<file path="config.mk">
export PLATFORM = sky130hd
export DESIGN_NAME = sync_responder
export DESIGN_NICKNAME = d
export VERILOG_FILES = /design/src/rtl/syncresp_pkg.sv /design/src/rtl/syncresp_dp.sv /design/src/rtl/syncresp_ctrl.sv /design/src/rtl/sync_responder.sv
export SDC_FILE = /design/constraint.sdc
export NUM_CORES = 1
export LEC_CHECK = 0
export BUFFER_PORTS_ARGS = -buffer_cell sky130_fd_sc_hd__clkbuf_2
export CELL_PAD_IN_SITES_DETAIL_PLACEMENT = 1
export CELL_PAD_IN_SITES_GLOBAL_PLACEMENT = 1
export CORE_MARGIN = 3
export CORE_UTILIZATION = 47
export CTS_CLUSTER_DIAMETER = 60
export DETAILED_ROUTE_END_ITERATION = 8
export PLACE_DENSITY = 0.89
export SLEW_MARGIN = 20
export SYNTH_ARGS = -nofsm -noshare
export SYNTH_HDL_FRONTEND = slang
export SYNTH_SLANG_ARGS = --single-unit
</file>
<file path="constraint.sdc">
create_clock -name clk -period 2.5 [get_ports clk]
set_input_delay 0.5 -clock clk [delete_from_list [all_inputs] [get_ports clk]]
set_output_delay 0.5 -clock clk [all_outputs]
set_load 0.03 [all_outputs]
</file>
<file path="src/rtl/syncresp_pkg.sv">
package syncresp_pkg;

  typedef enum logic [2:0] {
    ST_IDLE,
    ST_WAITHI,
    ST_DELAY,
    ST_DRIVELO,
    ST_SPEEDUP
  } respState_t;

  // control -> datapath strobes
  typedef struct packed {
    logic countLow;   // low-length counter may run
    logic clrPhase;   // restart the phase counter
    logic phaseLong;  // compare against the low-phase length
  } ctrlStrb_t;

  // datapath -> control status
  typedef struct packed {
    logic tick;       // serial clock enable
    logic lineHigh;   // synchronised line level
    logic reqSeen;    // long low crossed the threshold on this tick
    logic phaseDone;  // last tick of the current timed phase
  } dpStat_t;

endpackage

</file>
<file path="src/rtl/syncresp_dp.sv">
module syncresp_dp
  import syncresp_pkg::*;
#(
  parameter int DIV         = 8,
  parameter int THRESH      = 64,
  parameter int DELAY_TICKS = 16,
  parameter int LOW_TICKS   = 128
) (
  input  logic      clk,
  input  logic      rstN,
  input  logic      lineIn,
  input  ctrlStrb_t strb,
  output dpStat_t   stat
);

  localparam int DW    = (DIV > 2) ? $clog2(DIV) : 1;
  localparam int LW    = $clog2(THRESH + 1) + 1;
  localparam int PMAX  = (DELAY_TICKS > LOW_TICKS) ? DELAY_TICKS : LOW_TICKS;
  localparam int PW    = $clog2(PMAX + 1);

  logic [1:0]    syncFf;
  logic [DW-1:0] divCnt;
  logic [LW-1:0] lowCnt;
  logic [PW-1:0] phaseCnt;
  logic          tick;
  logic          lineHigh;
  logic [PW-1:0] phaseLast;

  // two-stage synchroniser, idle level high
  always_ff @(posedge clk or negedge rstN) begin
    if (!rstN) syncFf <= 2'b11;
    else       syncFf <= {syncFf[0], lineIn};
  end
  assign lineHigh = syncFf[1];

  // serial clock enable
  always_ff @(posedge clk or negedge rstN) begin
    if (!rstN)     divCnt <= '0;
    else if (tick) divCnt <= '0;
    else           divCnt <= divCnt + 1'b1;
  end
  assign tick = (divCnt == DW'(DIV - 1));

  // consecutive low ticks
  always_ff @(posedge clk or negedge rstN) begin
    if (!rstN)                          lowCnt <= '0;
    else if (!strb.countLow || lineHigh) lowCnt <= '0;
    else if (tick && lowCnt != LW'(THRESH)) lowCnt <= lowCnt + 1'b1;
  end

  // timed phase counter
  always_ff @(posedge clk or negedge rstN) begin
    if (!rstN)              phaseCnt <= '0;
    else if (strb.clrPhase) phaseCnt <= '0;
    else if (tick)          phaseCnt <= phaseCnt + 1'b1;
  end
  assign phaseLast = strb.phaseLong ? PW'(LOW_TICKS - 1) : PW'(DELAY_TICKS - 1);

  always_comb begin
    stat.tick      = tick;
    stat.lineHigh  = lineHigh;
    stat.reqSeen   = tick && !lineHigh && strb.countLow && (lowCnt == LW'(THRESH));
    stat.phaseDone = tick && (phaseCnt == phaseLast);
  end

endmodule

</file>
<file path="src/rtl/syncresp_ctrl.sv">
module syncresp_ctrl
  import syncresp_pkg::*;
(
  input  logic      clk,
  input  logic      rstN,
  input  dpStat_t   stat,
  input  logic      ackPending,
  output ctrlStrb_t strb,
  output logic      lineOe,
  output logic      lineOut,
  output logic      rxSoftReset,
  output logic      ackAbort
);

  respState_t state, stateNx;
  logic       detect;

  always_comb begin
    stateNx       = state;
    strb.countLow = 1'b0;
    strb.clrPhase = 1'b0;
    strb.phaseLong = 1'b0;
    detect        = 1'b0;
    unique case (state)
      ST_IDLE: begin
        strb.countLow = 1'b1;
        if (stat.reqSeen) begin
          detect  = 1'b1;
          stateNx = ST_WAITHI;
        end
      end
      ST_WAITHI: begin
        strb.clrPhase = 1'b1;
        if (stat.tick && stat.lineHigh) stateNx = ST_DELAY;
      end
      ST_DELAY: begin
        if (stat.phaseDone) begin
          strb.clrPhase = 1'b1;
          stateNx       = ST_DRIVELO;
        end
      end
      ST_DRIVELO: begin
        strb.phaseLong = 1'b1;
        if (stat.phaseDone) stateNx = ST_SPEEDUP;
      end
      ST_SPEEDUP: begin
        if (stat.tick) stateNx = ST_IDLE;
      end
      default: stateNx = ST_IDLE;
    endcase
  end

  always_ff @(posedge clk or negedge rstN) begin
    if (!rstN) begin
      state       <= ST_IDLE;
      rxSoftReset <= 1'b0;
      ackAbort    <= 1'b0;
    end else begin
      state       <= stateNx;
      rxSoftReset <= detect;
      ackAbort    <= detect && ackPending;
    end
  end

  assign lineOe  = (state == ST_DRIVELO) || (state == ST_SPEEDUP);
  assign lineOut = (state == ST_SPEEDUP);

endmodule

</file>
<file path="src/rtl/sync_responder.sv">
module sync_responder
  import syncresp_pkg::*;
#(
  parameter int DIV         = 8,
  parameter int THRESH      = 64,
  parameter int DELAY_TICKS = 16,
  parameter int LOW_TICKS   = 128
) (
  input  logic clk,
  input  logic rstN,
  input  logic lineIn,
  output logic lineOe,
  output logic lineOut,
  input  logic ackPending,
  output logic rxSoftReset,
  output logic ackAbort
);

  ctrlStrb_t strb;
  dpStat_t   stat;

  syncresp_dp #(
    .DIV(DIV), .THRESH(THRESH), .DELAY_TICKS(DELAY_TICKS), .LOW_TICKS(LOW_TICKS)
  ) uDp (
    .clk(clk), .rstN(rstN), .lineIn(lineIn), .strb(strb), .stat(stat)
  );

  syncresp_ctrl uCtrl (
    .clk(clk), .rstN(rstN), .stat(stat), .ackPending(ackPending), .strb(strb),
    .lineOe(lineOe), .lineOut(lineOut), .rxSoftReset(rxSoftReset), .ackAbort(ackAbort)
  );

endmodule

</file>
; ---- Word level (Yosys, flattened, before mapping)
; Cells that the tools add are included.
[totals]
register_bits = 26
inputBits = 4
out_inout_bits = 4
word_cells = 56
[op_classes]
addsub = 3
eq_ne = 13
n_mux = 18
n_reduce_logical = 15
[op_table]
columns = cell, n
row1 = two-way mux 8 bit, 4
row2 = two-way mux 3 bit, 6
row3 = adder 8 x 1 -> 8 bit (second input constant), 2
row4 = one-hot mux 3 bit (5 select lines), 1
row5 = == test 8 x 7 -> 1 bit (second input constant), 1
row6 = == test 8 bit, 1
row7 = inequality test 8 x 7 -> 1 bit (second input constant), 1
row8 = logical AND 1 bit, 7
row9 = two-way mux 7 bit, 1
row10 = == test 3 x 2 -> 1 bit (second input constant), 2
row11 = == test 3 bit (second input constant), 2
row12 = inequality test 2 bit (second input constant), 3
row13 = two-way mux 1 bit, 5
row14 = AND reduction 5 bit, 1
row15 = inequality test 2 x 1 -> 1 bit (second input constant), 2
row16 = nonzero test 2 bit, 2
row17 = adder 3 x 1 -> 3 bit (second input constant), 1
row18 = == test 3 x 1 -> 1 bit (second input constant), 1
row19 = logical NOT 3 bit, 1
row20 = logical NOT 1 bit, 2
row21 = logical OR 1 bit, 2
row22 = one-hot mux 1 bit (2 select lines), 1

; ---- Longest topological paths before layout
[depth]
ltp_word = 8
ltp_mapped = 6

; ---- Modules after synthesis
; Synthesis repeated with hierarchy kept, for this count alone.
[unflattened]
cells_unflattened = 129
hier_area_um2 = 1347.5
[modules_own_cells]
columns = mod, instances, cells_per_inst, area_per_inst_um2, seq_area_each_um2
row1 = syncresp_dp, 1, 100, 1066.0, 528.0
row2 = syncresp_ctrl, 1, 29, 281.5, 125.1

; ---- Least setup slack after synthesis
; OpenSTA, ideal clock, no wires.
[synth_path]
path_kind = reg-to-reg
start = register uDp.divCnt[0]
end = register uCtrl.state[0]
setup_ps = 138
t_arrival_ps = 1651
required_time_ps = 2362
setup_slack_ps = 710
stages_incl_launch_ff = 7
path_cell_list = dfrtp_1 > ha_1 > ha_1 > a31o_2 > a32oi_1 > nor4b_1 > or4_1
[synth_via]
elab_chain_cells = 6
[synth_rtl]
columns = element, line
row1 = start: declaration, syncresp_dp.sv:22  ; logic [DW-1:0] divCnt;
row2 = start signal: assignment, syncresp_dp.sv:40  ; else divCnt <= divCnt + 1'b1;
row3 = == test 3 bit *, syncresp_dp.sv:42  ; assign tick = (divCnt == DW'(DIV - 1));
row4 = logical AND 1 bit (3 in a row), syncresp_dp.sv:62  ; stat.reqSeen = tick && !lineHigh && strb.countLow && (lowCnt == LW'(THRESH));
row5 = inequality test 2 bit (no line), n/a
row6 = AND reduction 5 bit (no line) *, n/a
row7 = end signal: assignment, syncresp_ctrl.sv:59  ; state <= stateNx;
row8 = end: declaration, syncresp_ctrl.sv:15  ; respState_t state, stateNx;
; Mark *: on every way between the ends. The rest lies on a longest branch, timed or not.
; A chain may end at the register's enable or synchronous reset.

; ---- Worst setup path after layout
; Same ends and word-level chain as after synthesis.

==> reports/summary.txt <==
Setup violations, final -> 0
Share of cells above drive strength 1 -> 0.157
Initial antenna violation count -> 0
Core Area -> 2540 um2
Leak -> 0.000683 uW
Hold Crit Class -> in -> async
Die Span Y -> 58.3 um
EDFF count, synth -> 0
Clk_lat worst skew -> 320 ps
Placed Instance Area -> 1360 um2
Gr usage total -> 0.176
Leading area contributor after synthesis -> dfrtp_1
Starting Density -> 0.506
Row Count -> 18
Max Root-Sink Buffers -> 2
Worst Tran Pin Value -> 637 ps
Synth top area cells -> dfrtp_1 47%, xor2_1 6.8%, nor2_1 6.4%, ha_1 4.9%, dfstp_2 4.1%
Root Driver -> clkbuf_4
Seq cells post-synth -> 26
Die Wd -> 58.3 um
Final nets -> 137
WS Path Type -> reg -> reg
CTS Hold Buffers Added -> 0
Layout overhead on the synthesized area -> 8.16%
Slew Viols, Final -> 0
Required time worst endpoint -> 2700 ps
Largest net degree at the start of global routing -> 27
Post-CTS setup buffers -> 0
IO Port Bufs -> 7
Max Fanout on Critical Path -> 15
Placer congestion estimate -> 0.825
Top_reg_cell synth -> dfrtp_1
Power Density -> 467 nW/um2
Synth top area share -> 0.466
Final global-route overflow total -> 0
Clock transition at path regs -> 140 ps
Die area -> 3400 um2
DRC viols -> 0
N_diodes -> 0
Filler cells -> 273
First-pass GRT wire length -> 4550 um
Peak VDD IR -> 0.000304 V
Setup TNS -> 0 ps
Sequential share of the synthesized area -> 0.507
Max_cap viols -> 0
Warnings, synthesis -> 0
Period Utilization, post-route -> 0.902
Crit end category -> flip-flop
Slew Limit Headroom -> 0.575
Commonest cells in the netlist -> 24 x dfrtp_1, 22 x nor2_1, 10 x xor2_1
Skew final -> 6.37 ps
Top-count cell post-synth -> dfrtp_1
Synth async-reset ratio -> 1.00
Clock sinks -> 26
Syn_nets -> 126
Cell variety after synth -> 37
Synthesized cell area -> 1290 um2
Via-per-instance ratio -> 5.74
RSZ-0062 raised after global routing -> false
Fin. Hold Viols -> 0
Final wirelength -> 2620 um
CTS resizes -> 0
Worst endpoint data arrival time -> 2460 ps
Detailed placer's ending HPWL -> 2090 um
Syn Inst Count -> 117
Iteration-0 DRC Markers -> 44
IO Count -> 8
Synthesized area per cell -> 11.0 um2
CTS H-tree depth -> 1
TritonRoute pass-1 iters -> 4
Vias in the first global route -> 994
Routed WL per cell -> 16.7 um
TritonCTS clock tree -> done
Post-route ant nets -> 0
Fmax -> 443 MHz
Critical Path Start Type -> flip-flop
Status -> finished, final reports clean
CTS Buf Count -> 3
Fin crit period -> 2260 ps
Post-route cell area -> 1390 um2
Via count -> 901
[layout make-up]
class	instances	area, um2	area share
Sequential cell	26	653	0.469
Tap cell	30	37.5	0.0270
Clock buffer	4	36.3	0.0261
Timing Repair Buffer	7	35.0	0.0252
Multi-Input combinational cell	86	616	0.442
Inverter	4	15.0	0.0108
[metrics by stage]
step / utilization / worst slack [ps] / power [uW] / cells / hold WS (ps)
floorplan: - / 710 / 439 / 117 / 204
global placement: 0.533 / 427 / 451 / 153 / 348
detailed placement: 0.533 / 247 / 452 / 153 / 351
CTS: 0.547 / 241 / 659 / 157 / 189
global route: 0.547 / 14.4 / 681 / 157 / 208
finish: 0.547 / 244 / 650 / 157 / 173
[per-layer routing]
layer  vias up  track usage  part of all wire
met5         -            0                 0
li1        426            -                 -
met3         9       0.0285             0.030
met1       447        0.208              0.43
met4         0       0.0695             0.029
met2        19        0.316              0.51
[critical path, cell delays in order (launching register included)]
cell and delay (ps):
dfrtp_1 380, ha_1 170, ha_1 500, nand4_2 230, nor2_1 270, a21oi_1 120
or4_1 480
[state kept, by name, summed over array words and instances, names as in the netlist]
signal             flops
uCtrl.state            3
uDp.syncFf             2
uDp.phaseCnt           8
uDp.divCnt             3
uCtrl.rxSoftReset      1
uDp.lowCnt             8
uCtrl.ackAbort         1
[report_power, final]
group	switching (uW)	total [uW]	internal [uW]	leakage [uW]
Combinational	12.5	16.6	4.15	0.000322
Sequential	2.02	426	424	0.000341
Clock	118	207	89.0	0.0000210
Total	133	650	518	0.000683
[cell families (layout without fill, tap and decap cells)]
family	Yosys count	count (layout)	synth area share
xor gates and xnor gates	14	14	0.0952
adders and majority gates	5	5	0.0486
muxes	3	3	0.0330
AOI/OAI and AO/OA	8	8	0.0535
and+or+nand+nor	56	56	0.248
buffers and inverters	5	15	0.0146
DFF	26	26	0.507
[placed cells by master (no fill, tap or decap), types with 2 or more instances in the layout]
master,synthesis,routed
xnor2_1,4,4
nor4b_1,2,2
clkbuf_4,0,3
and2_1,2,2
nand2_1,7,7
nand3_1,4,4
nor3_1,3,3
mux2i_1,2,2
nor2_1,22,22
clkbuf_2,0,7
dfrtp_1,24,24
inv_1,4,4
xor2_1,10,10
dfstp_2,2,2
and4_1,2,2
nand4_1,2,2
ha_1,5,5
[final timing paths]
kind                       slack [ps]  cells after the start         endpoint          start
min                               170                      1    uDp.lowCnt[5]           rstN
min reg2reg                       360                      0    uDp.syncFf[1]  uDp.syncFf[0]
max in group asynchronous        1910                      1  uDp.phaseCnt[5]           rstN
min in group clk                  250                      1    uDp.syncFf[0]         lineIn
max                               240                      6   uCtrl.state[0]  uDp.divCnt[0]
max reg2reg                       240                      6   uCtrl.state[0]  uDp.divCnt[0]
No activity file was read; power rests on OpenSTA's default activity.
